$ cat src/rtl/sp_fifo_pkg.sv
package sp_fifo_pkg;

  // Strobes from control to datapath: at most one is high per cycle
  typedef struct packed {
    logic wrStrobe;  // perform a write into the slot under the write pointer
    logic rdStrobe;  // retire the slot under the read pointer
  } fifoStrobe_t;

endpackage

$ cat src/rtl/sp_fifo_ptr.sv
module sp_fifo_ptr #(
  parameter int DEPTH  = 8,
  parameter int ADDR_W = (DEPTH > 1) ? $clog2(DEPTH) : 1
) (
  input  logic              clk,
  input  logic              rst,
  input  logic              advance,
  output logic [ADDR_W-1:0] ptr
);

  localparam logic [ADDR_W-1:0] LAST = ADDR_W'(DEPTH - 1);

  logic [ADDR_W-1:0] ptrNext;

  always_comb begin
    ptrNext = ptr;
    if (advance) begin
      ptrNext = (ptr == LAST) ? '0 : ptr + 1'b1;
    end
  end

  always_ff @(posedge clk) begin
    if (rst) ptr <= '0;
    else     ptr <= ptrNext;
  end

  // a pointer never leaves the storage range, which keeps the wrap correct
  assert_ptr_in_range_R8: assert property (@(posedge clk) disable iff (rst)
    ptr <= LAST);

endmodule

$ cat src/rtl/sp_fifo_ram.sv
module sp_fifo_ram #(
  parameter int DATA_W = 8,
  parameter int DEPTH  = 8,
  parameter int ADDR_W = (DEPTH > 1) ? $clog2(DEPTH) : 1
) (
  input  logic              clk,
  input  logic              we,
  input  logic [ADDR_W-1:0] addr,
  input  logic [DATA_W-1:0] wdata,
  output logic [DATA_W-1:0] rdata
);

  // No reset on the array: contents survive a controller reset
  logic [DATA_W-1:0] mem [DEPTH];

  always_ff @(posedge clk) begin
    if (we) mem[addr] <= wdata;
  end

  assign rdata = mem[addr];

endmodule

$ cat src/rtl/sp_fifo_ctrl.sv
module sp_fifo_ctrl
  import sp_fifo_pkg::*;
#(
  parameter int DEPTH = 8,
  parameter int CNT_W = $clog2(DEPTH + 1)
) (
  input  logic        clk,
  input  logic        rst,
  input  logic        wrEn,
  input  logic        rdEn,
  output fifoStrobe_t strobe,
  output logic        full,
  output logic        empty
);

  localparam logic [CNT_W-1:0] CNT_MAX = CNT_W'(DEPTH);

  logic [CNT_W-1:0] occCount;
  logic [CNT_W-1:0] occNext;

  assign empty = (occCount == '0);
  assign full  = (occCount == CNT_MAX);

  // A read request owns the shared port; writes need rdEn low
  always_comb begin
    strobe.rdStrobe = rdEn & ~empty;
    strobe.wrStrobe = wrEn & ~rdEn & ~full;
  end

  always_comb begin
    occNext = occCount;
    if (strobe.wrStrobe)      occNext = occCount + 1'b1;
    else if (strobe.rdStrobe) occNext = occCount - 1'b1;
  end

  always_ff @(posedge clk) begin
    if (rst) occCount <= '0;
    else     occCount <= occNext;
  end

  assert_reset_state_R1: assert property (@(posedge clk)
    rst |=> (empty && !full));

  assert_write_fills_R2: assert property (@(posedge clk) disable iff (rst)
    (wrEn && !rdEn && !full) |=> !empty);

  assert_no_overflow_R3: assert property (@(posedge clk) disable iff (rst)
    (full && wrEn && !rdEn) |=> (full && $stable(occCount)));

  assert_no_underflow_R7: assert property (@(posedge clk) disable iff (rst)
    (empty && rdEn) |=> empty);

  assert_flags_exclusive_R8: assert property (@(posedge clk) disable iff (rst)
    !(full && empty));

  assert_count_bound_R8: assert property (@(posedge clk) disable iff (rst)
    occCount <= CNT_MAX);

  assert_one_access_R6: assert property (@(posedge clk) disable iff (rst)
    $countones({strobe.wrStrobe, strobe.rdStrobe}) <= 1);

endmodule

$ cat src/rtl/sp_fifo_datapath.sv
module sp_fifo_datapath
  import sp_fifo_pkg::*;
#(
  parameter int DATA_W = 8,
  parameter int DEPTH  = 8,
  parameter int ADDR_W = (DEPTH > 1) ? $clog2(DEPTH) : 1
) (
  input  logic              clk,
  input  logic              rst,
  input  fifoStrobe_t       strobe,
  input  logic              rdEn,
  input  logic              occFull,
  input  logic [DATA_W-1:0] wrData,
  output logic [DATA_W-1:0] rdData
);

  localparam int WR_IDX = 0;
  localparam int RD_IDX = 1;

  logic [ADDR_W-1:0] ptrs [2];
  logic [1:0]        advance;
  logic [ADDR_W-1:0] memAddr;

  assign advance[WR_IDX] = strobe.wrStrobe;
  assign advance[RD_IDX] = strobe.rdStrobe;

  for (genvar gi = 0; gi < 2; gi++) begin : gPtr
    sp_fifo_ptr #(.DEPTH(DEPTH), .ADDR_W(ADDR_W)) u_ptr (
      .clk    (clk),
      .rst    (rst),
      .advance(advance[gi]),
      .ptr    (ptrs[gi])
    );
  end

  // Shared port: read request selects the read pointer, otherwise the write pointer
  assign memAddr = rdEn ? ptrs[RD_IDX] : ptrs[WR_IDX];

  sp_fifo_ram #(.DATA_W(DATA_W), .DEPTH(DEPTH), .ADDR_W(ADDR_W)) u_ram (
    .clk  (clk),
    .we   (strobe.wrStrobe),
    .addr (memAddr),
    .wdata(wrData),
    .rdata(rdData)
  );

  // once full, the write pointer has wrapped onto the oldest entry
  assert_full_ptrs_meet_R4: assert property (@(posedge clk) disable iff (rst)
    occFull |-> (ptrs[WR_IDX] == ptrs[RD_IDX]));

  // a read cycle never moves the write pointer
  assert_read_blocks_write_R6: assert property (@(posedge clk) disable iff (rst)
    strobe.rdStrobe |=> $stable(ptrs[WR_IDX]));

  // a granted read moves the read pointer on
  assert_read_advances_R5: assert property (@(posedge clk) disable iff (rst)
    strobe.rdStrobe |=> (ptrs[RD_IDX] != $past(ptrs[RD_IDX])));

endmodule

$ cat src/rtl/sp_fifo_top.sv
module sp_fifo_top
  import sp_fifo_pkg::*;
#(
  parameter int DATA_W = 8,
  parameter int DEPTH  = 8
) (
  input  logic              clk,
  input  logic              rst,
  input  logic              wrEn,
  input  logic [DATA_W-1:0] wrData,
  input  logic              rdEn,
  output logic [DATA_W-1:0] rdData,
  output logic              full,
  output logic              empty
);

  localparam int ADDR_W = (DEPTH > 1) ? $clog2(DEPTH) : 1;
  localparam int CNT_W  = $clog2(DEPTH + 1);

  fifoStrobe_t strobe;

  sp_fifo_ctrl #(.DEPTH(DEPTH), .CNT_W(CNT_W)) u_ctrl (
    .clk   (clk),
    .rst   (rst),
    .wrEn  (wrEn),
    .rdEn  (rdEn),
    .strobe(strobe),
    .full  (full),
    .empty (empty)
  );

  sp_fifo_datapath #(.DATA_W(DATA_W), .DEPTH(DEPTH), .ADDR_W(ADDR_W)) u_dp (
    .clk    (clk),
    .rst    (rst),
    .strobe (strobe),
    .rdEn   (rdEn),
    .occFull(full),
    .wrData (wrData),
    .rdData (rdData)
  );

endmodule

$ cat config.mk
export PLATFORM = sky130hd
export DESIGN_NAME = sp_fifo_top
export DESIGN_NICKNAME = d
export VERILOG_FILES = /design/src/rtl/sp_fifo_pkg.sv /design/src/rtl/sp_fifo_ptr.sv /design/src/rtl/sp_fifo_ram.sv /design/src/rtl/sp_fifo_ctrl.sv /design/src/rtl/sp_fifo_datapath.sv /design/src/rtl/sp_fifo_top.sv
export SDC_FILE = /design/constraint.sdc
export NUM_CORES = 1
export LEC_CHECK = 0
export BUFFER_PORTS_ARGS = -buffer_cell sky130_fd_sc_hd__buf_2
export CORE_MARGIN = 3
export CORE_UTILIZATION = 62
export DETAILED_ROUTE_END_ITERATION = 7
export HOLD_SLACK_MARGIN = 0.15
export MAX_ROUTING_LAYER = met4
export PLACE_DENSITY = 0.82
export SLEW_MARGIN = 15
export SYNTH_ARGS = -nofsm -noshare
export SYNTH_HDL_FRONTEND = slang
export SYNTH_SLANG_ARGS = --single-unit
export TNS_END_PERCENT = 10
$ cat constraint.sdc
create_clock -name clk -period 4.15 [get_ports clk]
set_input_delay 0.2075 -clock clk [delete_from_list [all_inputs] [get_ports clk]]
set_output_delay 0.2075 -clock clk [all_outputs]
set_load 0.1 [all_outputs]
# Yosys cells after proc, flatten, opt, wreduce, memory -nomap -nowiden
# Memory sizes are Yosys's and may differ from the RTL's.
# Cells that the tools add are included.
word_totals:
  regBits: 10
  ram_bits: 64
  inputBits: 12
  out_inout_bits: 10
  word_cells: 26
  mem_count: 1
op_classes:
  n_addsub: 4
  eq_ne: 3
  mux: 7
  n_bitwise: 6
  n_reduce_logical: 2
mem_list:
  columns: ["memory", "words", "width", "rd", "rd_clocked_by_memory_dff", "wr", "line", "text"]
  rows:
  - ["u_dp.u_ram.mem", 8, 8, 1, 0, 1, "sp_fifo_ram.sv:14", "logic [DATA_W-1:0] mem [DEPTH];"]
op_table:
  columns: ["op", "count"]
  rows:
  - ["$mux W3", 3]
  - ["$mux W4", 2]
  - ["$add A3 B1 Y3 const B", 2]
  - ["$eq A3 B3 Y1 const B", 2]
  - ["$add A4 B1 Y4 const B", 1]
  - ["$eq A4 B4 Y1 const B", 1]
  - ["$logic_not A4 Y1", 1]
  - ["$sub A4 B1 Y4 const B", 1]
  - ["$and A1 B1 Y1", 3]
  - ["$not A1 Y1", 3]
  - ["$mux W1", 2]
  - ["$reduce_bool A2 Y1", 1]

# Longest topological paths before layout
# Gate-level depths: netlist (run 1).
depth:
  word_depth: 5
  depth_mapped: 9
  ltp_nobuf: 8

# By module
# Synthesis (run 1) repeated with hierarchy kept, for this count alone.
unflattened:
  cells_unflattened: 181
  hier_area_um2: 3165.5
by_module_without_submodules:
  columns: ["mod", "instances", "cells_per_inst", "area_each_um2", "seq_area_each_um2"]
  rows:
  - ["sp_fifo_ram", 1, 121, 2555.0, 1921.8]
  - ["sp_fifo_ctrl", 1, 31, 294.0, 80.1]
  - ["sp_fifo_ptr", 2, 13, 141.4, 60.1]
  - ["sp_fifo_datapath", 1, 3, 33.8, 0.0]

# Worst setup path after synthesis (run 1)
# Ideal clock, no wire load.
synth_timing:
  kind: "reg2out"
  from: "register u_ctrl.occCount[0]"
  to: "output port empty"
  t_arrival_ps: 3341
  t_required_ps: 3943
  path_slack_ps: 601
  path_stages_with_launch: 2
  path_buffers: 0
  cell_sequence: "dfxtp_1 -> nor4_1"
synth_between:
  elab_chain_len: 1
synth_rtl:
  columns: ["element", "line", "text"]
  rows:
  - ["start, declared", "sp_fifo_ctrl.sv:18", "logic [CNT_W-1:0] occCount;"]
  - ["start signal, assigned", "sp_fifo_ctrl.sv:38", "else occCount <= occNext;"]
  - ["$logic_not A4 Y1", "sp_fifo_ctrl.sv:21", "assign empty = (occCount == '0);"]
  - ["end, declared", "sp_fifo_top.sv:14", "output logic empty"]
# No other way between the ends.

# Worst setup path in the final report (run 1)
layout_timing:
  from: "register u_ctrl.occCount[0]"
  to: "register u_ctrl.occCount[3]"
layout_between:
  elab_chain_len: 4
  word_cells_on_any_way: 11
  cone_classes: "add/sub: 2; eq/ne: 1; mux: 2; bitwise: 4; reduce/logical: 2"
layout_rtl:
  columns: ["element"]
  rows:
  - ["parallel branches: the longest is 4 deep, another holds $sub A4 B1 Y4"]
# Several ways; the timed one is not identified. The select of a mux whose other input is x is not followed.
# A chain may end at the register's enable or synchronous reset.

==> summary.txt, run 1 <==
Detailed routing
  – DRC Markers: 0
  – ANT nets after route: 0
  – Final wirelength: 5.56 mm
  – Pre-antenna DRT Iters: 4
  – Vias after detailed routing: 1765
  – Wirelength per Cell: 18.4 um
  – Initial DRC Count: 102
  – Vias/cell: 5.84

Synthesis
  – Number of distinct library cells after synthesis: 32
  – Mapped cell area: 0.00317 mm2
  – Most frequent cells after synthesis: 64 x edfxtp_1, 29 x mux2i_1, 19 x nand2_1
  – Cell taking the most area after synthesis: edfxtp_1
  – Syn Inst Count: 195
  – Synth Warn #: 0
  – Mean area per synthesized cell: 16.2 um2
  – Synth async-reset ratio: 0%
  – Net count after synthesis: 214
  – Top-count cell post-synth: edfxtp_1
  – Number of synthesized register bits: 74
  – Synth top area share: 60.7%
  – Post-synth EDFFs: 64
  – Post-synthesis sequential area ratio: 67.0%
  – Synth Flop Type: edfxtp_1
  – Top cells by area, synth: edfxtp_1 61%, mux2i_1 9.2%, dfxtp_1 6.3%

Worst setup path
  – Critical path launch point: u_ctrl.occCount[0]
  – Crit Reg-Reg Startpoint: u_ctrl.occCount[0]
  – Setup Crit Path Kind: flip-flop to flip-flop
  – Crit path buf inv count: 1
  – Slowest CP cell: dfxtp_1
  – Flop-to-flop setup slack: 1.62 ns
  – Worst path max stage delay: 0.53 ns
  – Worst path depth: 8
  – Crit path DAT: 2.75 ns
  – R2R depth: 8
  – Worst path cell trace: nor4b_4 > nor2_1 > inv_1 > ha_1 > a21o_1 > a21oi_1 > mux2i_1 > mux2_2
  – Worst Setup End Kind: flip-flop
  – CP Data Required Time: 4.38 ns
  – Worst r2r dst: u_ctrl.occCount[3]
  – Critical Path Start Type: flip-flop
  – Family with the most delay on the worst path: multiplexers
  – Critical-path maximum fanout: 8

Floorplanning
  – Starting density of the core: 65.7%
  – I/O Pins: 22
  – Row Count: 25
  – Die ar.: 0.00600 mm2
  – Die width: 77.5 um
  – Placeable Area: 0.00482 mm2
  – Die outline height: 77.5 um

Finish
  – Final core utilization: 74.4%
  – Area of the multi-input gates: 1000 um2
  – Register area: 0.00212 mm2
  – Filler Cell Count: 315
  – Final nets: 249
  – Share of layout cells above drive strength 1: 22.6%
  – Area Overhead vs Synth: 13.2%
  – # diodes: 0

Power
  – Tot Pwr: 0.00202 W
  – Leakage: 1.31 nW
  – Maximum VDD drop: 0.000669 V
  – Net load switching power: 0.000754 W
  – Comb pwr share: 31.4%
  – Switch share: 37.3%
  – PD cells: 564 mW/mm2
  – Seq pwr share: 45.0%
  – Internal: 0.00127 W
  – Clock power share: 23.6%

STA
  – Tmin final: 2.53 ns
  – Slew HR: 25.4%
  – Setup TNS Final: 0 ns
  – Worst hold margin: 0.182 ns
  – Final setup vio count: 0
  – Final worst setup slack: 1.62 ns
  – Worst-margin pin slew: 1.11 ns
  – Final hold viol count: 0
  – Fmax: 0.396 GHz
  – Max Slew Vio Count: 0
  – Final period util: 60.9%
  – RSZ-0062 raised after global routing: false
  – Clock skew: 0.0123 ns

Placed design
  – Pre-CTS WS: 1.55 ns
  – GPL Wtd Cong: 0.802
  – Detailed Place HPWL: 3.71 mm
  – I/O Buffers: 21

GRT
  – Total grt overflow: 0
  – Via count of the first global-routing pass: 1798
  – Largest net degree at the start of global routing: 21
  – Overall Global Routing Usage: 20.9%
  – Antenna violations before repair: 0
  – First-pass GRT wire length: 9.03 mm

Worst hold path
  – Hold Path Class: input port to flip-flop
  – Worst Hold Depth: 1
  – Worst Hold Endpoint: u_dp.u_ram.mem[6][7]
  – Hold_sp: wrData[7]

Clock network
  – Hold_buf cts: 7
  – H-tree Lvls: 3
  – Worst-Skew Late Latency: 0.34 ns
  – CTS tree: yes
  – Resize count post-CTS: 0
  – CTS buffer count: 9
  – Post-CTS Setup Repair Bufs: 0
  – Clock Sinks: 74
  – Clock slew at reported path FFs: 0.07 ns
  – CTS root buffer: clkbuf_8
  – Clk buf depth: 2

Outcome
  – Run status: completed

Run
  – Max-cap violations: 0
==> per-stage QoR <==
step	area (um2)	instances
3_5_place_dp	3330	279
6_report	3590	302
3_3_place_gp	3330	279
5_1_grt	3590	302
4_1_cts	3580	302
2_1_floorplan	3170	195
==> cell families (layout without fill, tap and decap cells) <==
family	after synthesis	in the layout	share of synthesized area [%]
and+or+nand+nor	44	44	6.56
buffers and inverters	9	49	1.74
DFF	74	74	67.0
xor gates and xnor gates	2	2	0.553
adders and majority gates	7	7	3.00
AOI/OAI and AO/OA	16	16	3.79
muxes	43	43	17.3
==> power groups by stage <==
stage                     sequential (W)  clock, W  combinational (W)
after floorplan                 0.000916         0           0.000540
after global placement          0.000923         0           0.000612
after detailed placement        0.000927         0           0.000629
after CTS                       0.000909  0.000488           0.000635
after global routing            0.000916  0.000523           0.000676
final                           0.000909  0.000478           0.000634
==> state kept, by name, indices dropped and copies added (netlist names) <==
signal               cells
u_dp.u_ram.mem          64
u_dp.gPtr.u_ptr.ptr      6
u_ctrl.occCount          4
==> final cells by class <==
cell class | instances | share of cell area, %
clock inverter | 5 | 0.837
inverter | 1 | 0.105
multi-input combinational | 112 | 27.9
timing repair buffer | 32 | 5.72
sequential | 74 | 59.2
tap | 67 | 2.34
clock buffer | 11 | 3.94
==> how the worst max path moves through the flow <==
stage,end
floorplan,empty
global placement,u_dp.u_ram.mem[6][2]
detailed placement,u_dp.u_ram.mem[5][0]
CTS,u_ctrl.occCount[3]
global route,u_ctrl.occCount[3]
finish,u_ctrl.occCount[3]
==> per-layer routing <==
metal | track usage [%] | vias to the layer above | part of all wire [%]
li1 | - | 839 | -
met1 | 25.9 | 884 | 43
met2 | 33.6 | 35 | 52
met3 | 5.10 | 7 | 3.7
met4 | 8.19 | 0 | 1.5
met5 | - | - | 0
==> placed cells by master (no fill, tap or decap), types with 2 or more instances in the layout <==
cell and count:
a21oi_1 6, buf_2 21, buf_4 4, clkbuf_8 10
clkinv_2 3, clkinvlp_4 2, dfxtp_1 10, dlygate4sd3_1 7
edfxtp_1 64, ha_1 6, mux2_2 6, mux2i_1 29
mux4_1 5, mux4_2 2, nand2_1 19, nand3_1 2
nor2_1 10, nor3_1 6, nor3_2 2, o21ai_0 3
xnor2_1 2
No activity file was read; power rests on OpenSTA's default activity.
==> run 2: changes to the inputs <==
--- a/config.mk
+++ b/config.mk
@@ -7,11 +7,11 @@
 export LEC_CHECK = 0
 export BUFFER_PORTS_ARGS = -buffer_cell sky130_fd_sc_hd__buf_2
 export CORE_MARGIN = 3
-export CORE_UTILIZATION = 62
+export CORE_UTILIZATION = 59
 export DETAILED_ROUTE_END_ITERATION = 7
 export HOLD_SLACK_MARGIN = 0.15
 export MAX_ROUTING_LAYER = met4
-export PLACE_DENSITY = 0.82
+export PLACE_DENSITY = 0.78
 export SLEW_MARGIN = 15
 export SYNTH_ARGS = -nofsm -noshare
 export SYNTH_HDL_FRONTEND = slang
==> constraint.sdc (replaced) <==
create_clock -name clk -period 2.6 [get_ports clk]
set_input_delay 0.13 -clock clk [delete_from_list [all_inputs] [get_ports clk]]
set_output_delay 0.13 -clock clk [all_outputs]
set_load 0.1 [all_outputs]
==> summary.txt, run 2 (synthesized netlist as in run 1, its figures left out) <==
STA
  – Final hold viol count: 0
  – Clock skew: 0.00802 ns
  – Tmin final: 2.44 ns
  – Final worst setup slack: 0.161 ns
  – Max Slew Vio Count: 0
  – RSZ-0062 raised after global routing: false
  – Slew HR: 59.3%
  – Setup TNS Final: 0 ns
  – Worst-margin pin slew: 0.604 ns
  – Final period util: 93.8%
  – Fmax: 0.410 GHz
  – Final setup vio count: 0

Finish
  – Register area: 0.00212 mm2
  – Largest Register: u_dp.u_ram.mem
  – # diodes: 0
  – Filler Cell Count: 343
  – Max FFs per register: 64
  – Area of the multi-input gates: 996 um2
  – Share of layout cells above drive strength 1: 24.2%
  – Final core utilization: 73.4%
  – Commonest non-fill, non-tap cell in the layout: edfxtp_1
  – Commonest non-fill, non-tap cells in the layout: 64 x edfxtp_1, 29 x mux2i_1, 19 x nand2_1
  – Biggest regs: u_dp.u_ram.mem (64), u_dp.gPtr.u_ptr.ptr (6), u_ctrl.occCount (4)
  – Area Overhead vs Synth: 19.1%
  – Final nets: 262

Worst setup path
  – CP Capture Point: u_ctrl.occCount[3]
  – Critical path launch point: u_ctrl.occCount[0]
  – R2R depth: 8
  – Crit path DAT: 2.67 ns
  – Crit Reg-Reg Startpoint: u_ctrl.occCount[0]
  – Critical-path maximum fanout: 8
  – Critical Path Start Type: flip-flop
  – Worst Setup End Kind: flip-flop
  – CP Data Required Time: 2.83 ns
  – Worst r2r dst: u_ctrl.occCount[3]
  – Setup Crit Path Kind: flip-flop to flip-flop
  – Flop-to-flop setup slack: 0.16 ns

Floorplanning
  – Row Count: 26
  – Die outline height: 79.3 um
  – Die ar.: 0.00628 mm2
  – I/O Pins: 22
  – Starting density of the core: 61.6%
  – Die width: 79.3 um
  – Placeable Area: 0.00514 mm2

Placed design
  – Detailed Place HPWL: 3.94 mm
  – I/O Buffers: 21
  – Pre-CTS WS: 0.175 ns
  – GPL Wtd Cong: 0.800

Clock network
  – CTS root buffer: clkbuf_8
  – H-tree Lvls: 3
  – Worst-Skew Late Latency: 0.34 ns
  – Clock Sinks: 74
  – Resize count post-CTS: 0
  – Post-CTS Setup Repair Bufs: 0
  – Clock slew at reported path FFs: 0.07 ns
  – CTS buffer count: 9
  – CTS tree: yes
  – Hold_buf cts: 9
  – Clk buf depth: 2

Power
  – Leakage: 1.41 nW
  – Internal: 0.00219 W
  – Maximum VDD drop: 0.000685 V
  – Clock power share: 24.4%
  – PD cells: 908 mW/mm2
  – Tot Pwr: 0.00342 W
  – Comb pwr share: 33.0%
  – Seq pwr share: 42.6%
  – Net load switching power: 0.00123 W
  – Switch share: 36.0%

Detailed routing
  – ANT nets after route: 0
  – Vias/cell: 5.67
  – DRC Markers: 0
  – Final wirelength: 5.90 mm
  – Pre-antenna DRT Iters: 4
  – Initial DRC Count: 150
  – Vias after detailed routing: 1804
  – Wirelength per Cell: 18.5 um

GRT
  – Antenna violations before repair: 0
  – Via count of the first global-routing pass: 1834
  – Largest net degree at the start of global routing: 19
  – First-pass GRT wire length: 9.45 mm
  – Overall Global Routing Usage: 21.4%
  – Total grt overflow: 0

Worst hold path
  – Worst Hold Depth: 4
  – Hold Path Class: input port to flip-flop

Outcome
  – Run status: completed

Run
  – Max-cap violations: 0
run 2: final cells by class:
class / instances / share of cell area [%]
inverter: 1 / 0.0995
tap: 70 / 2.32
sequential: 74 / 56.3
timing repair buffer: 45 / 10.2
clock inverter: 4 / 1.16
multi-input combinational: 112 / 26.4
clock buffer: 12 / 3.58
run 2: how the worst min path moves through the flow:
stage | from | to
floorplan | wrData[0] | u_dp.u_ram.mem[0][0]
global placement | wrData[5] | u_dp.u_ram.mem[0][5]
detailed placement | wrData[1] | u_dp.u_ram.mem[0][1]
CTS | rdEn | u_dp.gPtr[1].u_ptr.ptr[2]
global route | rdEn | u_dp.gPtr[1].u_ptr.ptr[2]
finish | rdEn | u_dp.gPtr[1].u_ptr.ptr[2]
run 2: worst max-delay path, cell delays in order, from the launching register on:
cell	delay, ns
dfxtp_1	0.43
nor4b_4	0.34
nor2_1	0.11
inv_1	0.22
ha_1	0.29
a21o_1	0.18
a21oi_1	0.18
mux2i_1	0.23
mux2_2	0.35
run 2: stage by stage:
step           instances  cell area, um2  hold WS [ns]
2_1_floorplan        195            3170         0.229
3_3_place_gp         293            3500         0.382
3_5_place_dp         293            3500         0.406
4_1_cts              318            3770         0.253
5_1_grt              318            3770         0.279
6_report             318            3770         0.267
run 2: power by group through the flow:
| stage | Clock, W | Sequential, W | Combinational [W] |
|---|---|---|---|
| 2_1_floorplan | 0 | 0.00147 | 0.000866 |
| 5_1_grt | 0.000896 | 0.00147 | 0.00119 |
| 6_report | 0.000835 | 0.00146 | 0.00113 |
| 3_3_place_gp | 0 | 0.00147 | 0.00109 |
| 4_1_cts | 0.000847 | 0.00146 | 0.00113 |
| 3_5_place_dp | 0 | 0.00149 | 0.00112 |
run 2: layer usage:
metal / share of wire (%) / vias to the layer above / GRT usage (%)
met5: 0 / - / -
li1: - / 852 / -
met4: 1.6 / 0 / 7.73
met1: 41 / 881 / 25.7
met3: 6.4 / 9 / 5.78
met2: 51 / 62 / 35.0
==> run 3: changes to the inputs <==
--- a/config.mk
+++ b/config.mk
@@ -12,6 +12,7 @@
 export HOLD_SLACK_MARGIN = 0.15
 export MAX_ROUTING_LAYER = met4
 export PLACE_DENSITY = 0.78
+export RECOVER_POWER = 100
 export SLEW_MARGIN = 15
 export SYNTH_ARGS = -nofsm -noshare
 export SYNTH_HDL_FRONTEND = slang
==> summary.txt, run 3 (synthesized netlist as in run 1, its figures left out) <==
Detailed routing
  – DRC Markers: 0
  – Initial DRC Count: 89
  – Final wirelength: 5.87 mm
  – Vias/cell: 5.74
  – ANT nets after route: 0
  – Pre-antenna DRT Iters: 4
  – Wirelength per Cell: 18.5 um
  – Vias after detailed routing: 1824

Floorplanning
  – Die width: 79.3 um
  – Die outline height: 79.3 um
  – Placeable Area: 0.00514 mm2
  – Starting density of the core: 61.6%
  – I/O Pins: 22
  – Row Count: 26
  – Die ar.: 0.00628 mm2

STA
  – Final setup vio count: 0
  – RSZ-0062 raised after global routing: false
  – Setup TNS Final: 0 ns
  – Worst-margin pin slew: 1.16 ns
  – Max Slew Vio Count: 0
  – Fmax: 0.409 GHz
  – Tmin final: 2.44 ns
  – Final hold viol count: 0
  – Clock skew: 0.00745 ns
  – Final period util: 93.9%
  – Slew HR: 22.9%

Clock network
  – Resize count post-CTS: 0
  – Clock slew at reported path FFs: 0.07 ns
  – Post-CTS Setup Repair Bufs: 0
  – CTS tree: yes
  – Clock Sinks: 74
  – CTS buffer count: 9
  – H-tree Lvls: 3
  – Worst-Skew Late Latency: 0.34 ns
  – CTS root buffer: clkbuf_8
  – Hold_buf cts: 9
  – Clk buf depth: 2

GRT
  – Largest net degree at the start of global routing: 19
  – Overall Global Routing Usage: 21.4%
  – Total grt overflow: 0
  – Via count of the first global-routing pass: 1834
  – Antenna violations before repair: 0
  – First-pass GRT wire length: 9.45 mm

Placed design
  – Detailed Place HPWL: 3.94 mm
  – GPL Wtd Cong: 0.800
  – I/O Buffers: 21

Worst setup path
  – Worst path cell trace: nor4b_4 > nor2_1 > inv_1 > ha_1 > a21o_1 > a21oi_1 > mux2i_1 > mux2_2
  – Critical-path maximum fanout: 8
  – Setup Crit Path Kind: flip-flop to flip-flop
  – Crit path DAT: 2.67 ns
  – Crit path buf inv count: 1
  – Flop-to-flop setup slack: 0.16 ns
  – CP Data Required Time: 2.83 ns
  – Critical Path Start Type: flip-flop
  – Slowest CP cell: dfxtp_1
  – Worst Setup End Kind: flip-flop
  – Worst path max stage delay: 0.43 ns
  – Family with the most delay on the worst path: multiplexers

Finish
  – Max FFs per register: 64
  – Final nets: 262
  – Biggest regs: u_dp.u_ram.mem (64), u_dp.gPtr.u_ptr.ptr (6), u_ctrl.occCount (4)
  – # diodes: 0
  – Filler Cell Count: 368
  – Area Overhead vs Synth: 16.6%
  – Largest Register: u_dp.u_ram.mem
  – Commonest non-fill, non-tap cell in the layout: edfxtp_1
  – Commonest non-fill, non-tap cells in the layout: 64 x edfxtp_1, 29 x mux2i_1, 25 x clkbuf_1
  – Final core utilization: 71.9%
  – Share of layout cells above drive strength 1: 15.3%

Power
  – Tot Pwr: 0.00338 W
  – PD cells: 916 mW/mm2
  – Maximum VDD drop: 0.000651 V
  – Leakage: 1.32 nW

Run
  – Max-cap violations: 0

Outcome
  – Run status: completed

Worst hold path
  – Hold Path Class: input port to flip-flop
-- run 3: changes by cell type in the layout (fill, tap and decap cells not counted) --
cell and change:
buf_4 -12, clkbuf_1 +22, buf_2 -13, clkbuf_2 +4, buf_12 -2, buf_8 +1
-- run 3: final timing paths --
check,startpoint,endpoint,cells past startpoint
worst max-delay path,u_ctrl.occCount[0],u_ctrl.occCount[3],8
worst min-delay path,rdEn,u_dp.gPtr[1].u_ptr.ptr[2],4
worst max register to register,u_ctrl.occCount[0],u_ctrl.occCount[3],8
worst min register to register,u_dp.gPtr[0].u_ptr.ptr[0],u_dp.gPtr[0].u_ptr.ptr[0],2
-- run 3: report_power, final --
part	leakage, nW	switching [W]	internal (W)
clock network	0.0918	0.000396	0.000438
registers	0.660	0.0000989	0.00136
logic	0.570	0.000733	0.000356
total	1.32	0.00123	0.00215
-- run 3: per-stage QoR --
| stage | setup WS, ns | cell area (um2) | hold WS (ns) | cells |
|---|---|---|---|---|
| 2_1_floorplan | -0.700 | 3170 | 0.229 | 195 |
| 4_1_cts | 0.146 | 3770 | 0.253 | 318 |
| 6_report | 0.158 | 3690 | 0.270 | 318 |
| 3_5_place_dp | 0.175 | 3500 | 0.406 | 293 |
| 5_1_grt | 0.0287 | 3690 | 0.279 | 318 |
| 3_3_place_gp | 0.329 | 3500 | 0.382 | 293 |
-- run 3: final cells by class --
class / instances / area [um2] / share of cell area, %
flip-flops and latches: 74 / 2120 / 57.5
multi-input cells: 112 / 996 / 27.0
repair buffers: 45 / 305 / 8.27
clock buffers: 12 / 135 / 3.66
well taps: 70 / 87.6 / 2.37
clock inverters: 4 / 43.8 / 1.19
inverters: 1 / 3.75 / 0.102
-- run 3: tightest hold or removal path: stages --
cell and delay (ns):
buf_2 0.18, o41ai_4 0.12, mux2i_1 0.08, nor2_1 0.07
-- run 3: metal layers --
layer | wire, um | share of wire [%] | track usage [%] | vias to the layer above
met5 | 0 | 0 | - | -
met4 | 141 | 2.4 | 7.73 | 0
met3 | 265 | 4.5 | 5.78 | 16
met2 | 2980 | 51 | 35.0 | 57
met1 | 2480 | 42 | 25.7 | 899
li1 | - | - | - | 852
